--- src/rtl/dbk_pkg.sv ---
package dbk_pkg;

    // Output stage controller states
    typedef enum logic {
        ST_EMPTY = 1'b0,
        ST_FULL  = 1'b1
    } stage_state_t;

    // One registered decision
    typedef struct packed {
        logic f16;
        logic f8;
        logic f4;
        logic none;
        logic hev;
    } edge_dec_t;

endpackage

--- src/rtl/dbk_thresh_scale.sv ---
module dbk_thresh_scale #(
    parameter int THR_W    = 8,
    parameter int SHIFT_LO = 2,
    parameter int SHIFT_HI = 4,
    parameter int OUT_W    = THR_W + SHIFT_HI
) (
    input  logic             hi_depth,
    input  logic [THR_W-1:0] e_raw,
    input  logic [THR_W-1:0] i_raw,
    input  logic [THR_W-1:0] h_raw,
    output logic [OUT_W-1:0] e_scl,
    output logic [OUT_W-1:0] i_scl,
    output logic [OUT_W-1:0] h_scl,
    output logic [OUT_W-1:0] f_scl
);

    always_comb begin
        if (hi_depth) begin
            e_scl = OUT_W'(e_raw) << SHIFT_HI;
            i_scl = OUT_W'(i_raw) << SHIFT_HI;
            h_scl = OUT_W'(h_raw) << SHIFT_HI;
            f_scl = OUT_W'(1)     << SHIFT_HI;
        end else begin
            e_scl = OUT_W'(e_raw) << SHIFT_LO;
            i_scl = OUT_W'(i_raw) << SHIFT_LO;
            h_scl = OUT_W'(h_raw) << SHIFT_LO;
            f_scl = OUT_W'(1)     << SHIFT_LO;
        end
    end

endmodule

--- src/rtl/dbk_side_metrics.sv ---
module dbk_side_metrics #(
    parameter int SAMPLE_W = 12,
    parameter int TAPS     = 8,
    parameter int THR_SW   = 12
) (
    input  logic [TAPS*SAMPLE_W-1:0] taps,
    input  logic [THR_SW-1:0]        thr_i,
    input  logic [THR_SW-1:0]        thr_h,
    input  logic [THR_SW-1:0]        thr_f,
    output logic                     nbr_ok,
    output logic                     flat_in,
    output logic                     flat_out,
    output logic                     act_hi
);

    localparam int CMP_W = (SAMPLE_W > THR_SW) ? SAMPLE_W : THR_SW;
    localparam int INNER = 4;

    function automatic logic [SAMPLE_W-1:0] absdiff(input logic [SAMPLE_W-1:0] a,
                                                    input logic [SAMPLE_W-1:0] b);
        return (a > b) ? (a - b) : (b - a);
    endfunction

    logic [SAMPLE_W-1:0] tap [TAPS];
    logic [TAPS-1:0]     near_ok;
    logic [INNER-1:0]    step_ok;

    generate
        for (genvar k = 0; k < TAPS; k++) begin : g_tap
            assign tap[k] = taps[k*SAMPLE_W +: SAMPLE_W];
            if (k == 0) begin : g_ref
                assign near_ok[k] = 1'b1;
            end else begin : g_cmp
                assign near_ok[k] = CMP_W'(absdiff(tap[k], tap[0])) <= CMP_W'(thr_f);
            end
        end
        for (genvar k = 0; k < INNER; k++) begin : g_step
            if (k == 0) begin : g_ref
                assign step_ok[k] = 1'b1;
            end else begin : g_cmp
                assign step_ok[k] = CMP_W'(absdiff(tap[k], tap[k-1])) <= CMP_W'(thr_i);
            end
        end
    endgenerate

    assign nbr_ok   = &step_ok;
    assign flat_in  = &near_ok[INNER-1:0];
    assign flat_out = &near_ok[TAPS-1:INNER];
    assign act_hi   = CMP_W'(absdiff(tap[1], tap[0])) > CMP_W'(thr_h);

endmodule

--- src/rtl/dbk_decide.sv ---
module dbk_decide import dbk_pkg::*; #(
    parameter int SAMPLE_W   = 12,
    parameter int THR_SW     = 12,
    parameter int WIDTH_MODE = 16
) (
    input  logic [SAMPLE_W-1:0] p0,
    input  logic [SAMPLE_W-1:0] p1,
    input  logic [SAMPLE_W-1:0] q0,
    input  logic [SAMPLE_W-1:0] q1,
    input  logic [THR_SW-1:0]   thr_e,
    input  logic                p_nbr_ok,
    input  logic                q_nbr_ok,
    input  logic                p_flat_in,
    input  logic                q_flat_in,
    input  logic                p_flat_out,
    input  logic                q_flat_out,
    input  logic                p_act,
    input  logic                q_act,
    output edge_dec_t           dec
);

    localparam int MW = ((SAMPLE_W + 2) > THR_SW) ? (SAMPLE_W + 2) : THR_SW;

    logic [SAMPLE_W-1:0] ad0, ad1;
    logic [MW-1:0]       metric;
    logic                fm, use_in, use_out;

    assign ad0    = (q0 > p0) ? (q0 - p0) : (p0 - q0);
    assign ad1    = (q1 > p1) ? (q1 - p1) : (p1 - q1);
    assign metric = (MW'(ad0) << 1) + MW'(ad1 >> 1);
    assign fm     = p_nbr_ok & q_nbr_ok & (metric <= MW'(thr_e));

    generate
        if (WIDTH_MODE >= 16) begin : g_out_on
            assign use_out = p_flat_out & q_flat_out;
        end else begin : g_out_off
            assign use_out = 1'b0;
        end
        if (WIDTH_MODE >= 8) begin : g_in_on
            assign use_in = p_flat_in & q_flat_in;
        end else begin : g_in_off
            assign use_in = 1'b0;
        end
    endgenerate

    always_comb begin
        dec.f16  = fm & use_in & use_out;
        dec.f8   = fm & use_in & ~use_out;
        dec.f4   = fm & ~use_in;
        dec.none = ~fm;
        dec.hev  = p_act | q_act;
    end

endmodule

--- src/rtl/dbk_edge_decide.sv ---
module dbk_edge_decide import dbk_pkg::*; #(
    parameter int SAMPLE_W   = 12,
    parameter int THR_W      = 8,
    parameter int TAPS       = 8,
    parameter int WIDTH_MODE = 16,
    parameter int SHIFT_LO   = 2,
    parameter int SHIFT_HI   = 4
) (
    input  logic                     clk,
    input  logic                     rst_n,
    input  logic                     in_valid,
    output logic                     in_ready,
    input  logic [TAPS*SAMPLE_W-1:0] p_taps,
    input  logic [TAPS*SAMPLE_W-1:0] q_taps,
    input  logic [THR_W-1:0]         thr_e,
    input  logic [THR_W-1:0]         thr_i,
    input  logic [THR_W-1:0]         thr_h,
    input  logic                     depth_hi,
    output logic                     out_valid,
    input  logic                     out_ready,
    output logic                     dec_f16,
    output logic                     dec_f8,
    output logic                     dec_f4,
    output logic                     dec_none,
    output logic                     dec_hev
);

    localparam int THR_SW = THR_W + SHIFT_HI;
    localparam int LOW_W  = SAMPLE_W - (SHIFT_HI - SHIFT_LO);
    localparam logic [SAMPLE_W-1:0] LOW_MASK = {{(SAMPLE_W-LOW_W){1'b0}}, {LOW_W{1'b1}}};

    // Depth masking of the samples
    logic [TAPS*SAMPLE_W-1:0] p_m, q_m;

    generate
        for (genvar k = 0; k < TAPS; k++) begin : g_mask
            assign p_m[k*SAMPLE_W +: SAMPLE_W] = depth_hi ? p_taps[k*SAMPLE_W +: SAMPLE_W]
                                                          : (p_taps[k*SAMPLE_W +: SAMPLE_W] & LOW_MASK);
            assign q_m[k*SAMPLE_W +: SAMPLE_W] = depth_hi ? q_taps[k*SAMPLE_W +: SAMPLE_W]
                                                          : (q_taps[k*SAMPLE_W +: SAMPLE_W] & LOW_MASK);
        end
    endgenerate

    // Threshold scaling
    logic [THR_SW-1:0] e_s, i_s, h_s, f_s;

    dbk_thresh_scale #(
        .THR_W   (THR_W),
        .SHIFT_LO(SHIFT_LO),
        .SHIFT_HI(SHIFT_HI),
        .OUT_W   (THR_SW)
    ) u_scale (
        .hi_depth(depth_hi),
        .e_raw   (thr_e),
        .i_raw   (thr_i),
        .h_raw   (thr_h),
        .e_scl   (e_s),
        .i_scl   (i_s),
        .h_scl   (h_s),
        .f_scl   (f_s)
    );

    // Per-side tests
    logic p_nbr, q_nbr, p_fin, q_fin, p_fout, q_fout, p_act, q_act;

    dbk_side_metrics #(.SAMPLE_W(SAMPLE_W), .TAPS(TAPS), .THR_SW(THR_SW)) u_side_p (
        .taps(p_m), .thr_i(i_s), .thr_h(h_s), .thr_f(f_s),
        .nbr_ok(p_nbr), .flat_in(p_fin), .flat_out(p_fout), .act_hi(p_act)
    );

    dbk_side_metrics #(.SAMPLE_W(SAMPLE_W), .TAPS(TAPS), .THR_SW(THR_SW)) u_side_q (
        .taps(q_m), .thr_i(i_s), .thr_h(h_s), .thr_f(f_s),
        .nbr_ok(q_nbr), .flat_in(q_fin), .flat_out(q_fout), .act_hi(q_act)
    );

    // Decision combine
    edge_dec_t dec_d, dec_q;

    dbk_decide #(.SAMPLE_W(SAMPLE_W), .THR_SW(THR_SW), .WIDTH_MODE(WIDTH_MODE)) u_decide (
        .p0(p_m[0 +: SAMPLE_W]),
        .p1(p_m[SAMPLE_W +: SAMPLE_W]),
        .q0(q_m[0 +: SAMPLE_W]),
        .q1(q_m[SAMPLE_W +: SAMPLE_W]),
        .thr_e(e_s),
        .p_nbr_ok(p_nbr), .q_nbr_ok(q_nbr),
        .p_flat_in(p_fin), .q_flat_in(q_fin),
        .p_flat_out(p_fout), .q_flat_out(q_fout),
        .p_act(p_act), .q_act(q_act),
        .dec(dec_d)
    );

    // Output stage controller
    stage_state_t state_q, state_d;
    logic         accept;

    assign accept = in_valid & in_ready;

    always_comb begin
        state_d = state_q;
        unique case (state_q)
            ST_EMPTY: if (in_valid)               state_d = ST_FULL;
            ST_FULL:  if (out_ready && !in_valid) state_d = ST_EMPTY;
        endcase
    end

    always_ff @(posedge clk or negedge rst_n) begin
        if (!rst_n) state_q <= ST_EMPTY;
        else        state_q <= state_d;
    end

    always_comb begin
        out_valid = (state_q == ST_FULL);
        in_ready  = (state_q == ST_EMPTY) || out_ready;
    end

    always_ff @(posedge clk or negedge rst_n) begin
        if (!rst_n)      dec_q <= '0;
        else if (accept) dec_q <= dec_d;
    end

    assign dec_f16  = dec_q.f16;
    assign dec_f8   = dec_q.f8;
    assign dec_f4   = dec_q.f4;
    assign dec_none = dec_q.none;
    assign dec_hev  = dec_q.hev;

endmodule

--- config.mk ---
export PLATFORM = sky130hd
export DESIGN_NAME = dbk_edge_decide
export DESIGN_NICKNAME = d
export VERILOG_FILES = /design/src/rtl/dbk_pkg.sv /design/src/rtl/dbk_thresh_scale.sv /design/src/rtl/dbk_side_metrics.sv /design/src/rtl/dbk_decide.sv /design/src/rtl/dbk_edge_decide.sv
export SDC_FILE = /design/constraint.sdc
export NUM_CORES = 1
export LEC_CHECK = 0
export ABC_AREA = 1
export BUFFER_PORTS_ARGS = -buffer_cell sky130_fd_sc_hd__buf_2
export CAP_MARGIN = 5
export CORE_MARGIN = 2
export CORE_UTILIZATION = 45
export CTS_CLUSTER_SIZE = 30
export DETAILED_ROUTE_END_ITERATION = 7
export PLACE_DENSITY = 0.64
export SLEW_MARGIN = 5
export SYNTH_ARGS = -nofsm -noshare
export SYNTH_HDL_FRONTEND = slang
export SYNTH_SLANG_ARGS = --single-unit
export TNS_END_PERCENT = 30
--- constraint.sdc ---
create_clock -name clk -period 3.4 [get_ports clk]
set_input_delay 0.51 -clock clk [delete_from_list [all_inputs] [get_ports clk]]
set_output_delay 0.51 -clock clk [all_outputs]
set_load 0.005 [all_outputs]
==> results.toml <==
[synth]
synth_seq_area_share = 0.00546
ys_types = 58
synth_enable_flop_cells = 0
async_flop_share = 1.00
synthCells = 4973
syn_nets = 5771
ys_ff_latch = 6
synthFlopType = "dfrtp_1"
synth_warnings = 0
synth_area_per_cell_um2 = 5.53
synth.cell_area_um2 = 27500

[worst_setup_path]
r2r_end = "dec_f4"
cpMostUsedCell = "buf_4"
crit_type = "input port to flip-flop"
slowest_stage = "fa_2"
r2r_cells = 8
r2r_slack_ns = 1.75
cp_max_fo = 7
start_kind = "input port"
cp.required_ns = 3.56
cp-end-kind = "flip-flop"
slowest_delay_ns = 0.36
rr_startpoint = "out_valid"
worstPathArrival_ns = 5.08

[finish]
final_cell_mix = "1624 x nand2_1, 1287 x buf_4, 825 x inv_1, 550 x ha_1, 381 x a21oi_1"
final_nets = 7240
area_growth_syn_to_layout_pct = 44.6
fillCellCount = 5964
final_common_cell = "nand2_1"
final_core_util = 0.658
ff_latch_area_um2 = 150
fin_area_um2 = 39700
drive_gt1_frac = 0.263
multiInputGateArea_um2 = 24300

[timing]
fin_setup_tns_ns = -6.65
min_period_over_period = 1.45
hold_viol_final = 0
slew-limit-headroom = 0.647
setup_violations = 5
rsz0062_at_grt = "true"
clock_skew_ns = 0.000585
worst_slack_ns = -1.52
finalCriticalPeriod_ns = 4.92
worst_pin_slew_ns = 0.524
fmax_mhz = 203
drv_slew = 0

[place]
placed_area_um2 = 38900
place_ws_ns = -1.95
portBuffers = 227
hpwl_mm = 105
gp_congestion = 1.03

[drt]
avgRoutedWirePerCell_um = 16.8
dr.pass1.iters = 6
postRouteAntennaNets = 0
num_vias = 36800
drtIter0Drc = 2779
drt_wl_total_mm = 121
viasPerCell = 5.09
drc_errors = 0

[clock_tree]
tritoncts = "built"
cts_made_buffers = 3
ctsHoldBuffers = 0
ctsRootBufferMaster = "clkbuf_16"
clk_transition_reported_paths_ns = 0.03
clkSinkCount = 6
clkLatencyLatePin_ns = 0.23
clock_path_buffers = 2
htree_levels = 1

[power_and_ir_drop]
p_leak_nw = 24.2
powerDensity_nw_per_um2 = 256
switchingPower_mw = 5.40
p_clk_frac = 0.019
power.internal_mw = 4.79
swShare = 0.530
comb_power_share = 0.973
irDropWorstVdd_v = 0.000236
seq_power_share = 0.008

[global_route]
grt.total_usage = 0.371
antenna_found_initial = 10
grt_pass1_wl_mm = 184
grt_pass1_vias = 34200
grt_max_degree = 21
grt.overflow.total = 0

[floorplanning]
start_util = 0.455
ioPinCount = 228
rows = 90
die_w_um = 251
dieArea_um2 = 63100
core_um2 = 60400
die_h_um = 251

[status]
status = "finished, violations left"
violations = "negative setup slack"

[min_path]
hold_class = "input port to async pin"

[flow_run]
drv_cap = 0
==> sequential cells by signal (all words and copies together), names as in the netlist <==
signal	flops
dec_f4	1
out_valid	1
dec_f16	1
dec_hev	1
dec_f8	1
dec_none	1
==> cell families after synthesis <==
| family | Yosys count | share of synthesized area |
|---|---|---|
| flip-flops | 6 | 0.00546 |
| AND/OR/NAND/NOR | 2518 | 0.381 |
| AO/OA/AOI/OAI | 769 | 0.157 |
| XOR/XNOR | 178 | 0.0567 |
| adder cells (fa/ha/maj) | 577 | 0.265 |
| buffers and inverters | 906 | 0.128 |
| multiplexers | 19 | 0.00697 |
==> power groups by stage <==
| stage | registers (mW) | clock network (mW) | logic (mW) |
|---|---|---|---|
| finish | 0.0832 | 0.191 | 9.92 |
| global route | 0.0827 | 0.198 | 11.0 |
| CTS | 0.0830 | 0.191 | 9.58 |
| detailed placement | 0.0839 | 0 | 9.23 |
| global placement | 0.0839 | 0 | 9.13 |
| floorplan | 0.0797 | 0 | 5.18 |
==> Yosys cell counts (15+ instances only) <==
cell type | number | area [um2]
nand2_1 | 1642 | 6160
inv_1 | 841 | 3160
ha_1 | 568 | 7110
a21oi_1 | 392 | 1960
nand3_1 | 359 | 1800
nor2_1 | 336 | 1260
o21ai_0 | 203 | 1020
xor2_1 | 144 | 1260
nand4_1 | 61 | 382
o21bai_1 | 42 | 315
xnor2_1 | 34 | 298
a21o_1 | 29 | 218
nand3b_1 | 27 | 203
buf_2 | 21 | 105
nand3_2 | 19 | 190
mux2i_1 | 18 | 180
nor3_1 | 18 | 90.1
o21a_1 | 16 | 120
o2111ai_1 | 15 | 131
==> routing by layer <==
metal  GRT usage  routed length (um)  vias to the layer above
li1            -                   -                    18900
met1       0.500               53700                    16400
met2       0.609               52800                     1319
met3      0.0442                9820                      222
met4       0.129                4910                        0
met5           0                   0                        -
==> metrics by stage <==
step / hold slack (ns) / power, mW / cells
after global placement: 0.340 / 9.22 / 7186
final: 0.107 / 10.2 / 7233
after floorplan: 0.214 / 5.26 / 4973
after global routing: 0.112 / 11.3 / 7229
after CTS: 0.108 / 9.86 / 7218
after detailed placement: 0.346 / 9.32 / 7186
==> worst max path at each step <==
stage                          start      end  depth (start not counted)
final                     p_taps[12]   dec_f4                         37
after global routing      p_taps[16]   dec_f4                         35
after CTS                 p_taps[12]   dec_f8                         35
after detailed placement  p_taps[12]   dec_f8                         32
after global placement    p_taps[12]  dec_f16                         35
after floorplan             depth_hi  dec_f16                         38
==> worst max-delay path: cells and delay by family <==
family	cells	cell delay (ns)
XOR/XNOR	1	0.13
adder cells (fa/ha/maj)	3	0.87
AO/OA/AOI/OAI	6	0.80
AND/OR/NAND/NOR	12	0.98
buffers and inverters	15	1.76
==> area by class of cell <==
type / count / area share
inverters: 848 / 0.0806
repair buffers: 1522 / 0.276
clock buffers: 3 / 0.00189
flip-flops and latches: 6 / 0.00378
well taps: 782 / 0.0246
multi-input cells: 4061 / 0.612
diodes: 11 / 0.000693
==> timing repair <==
| action | 4_1_cts | 5_1_grt |
|---|---|---|
| pin swaps | 54 | 32 |
| endpoints found under the setup margin | 5 | 5 |
| resized for setup | 85 | 46 |
| setup buffers | 30 | 4 |
Note: power is estimated with default switching activity, not from simulation.
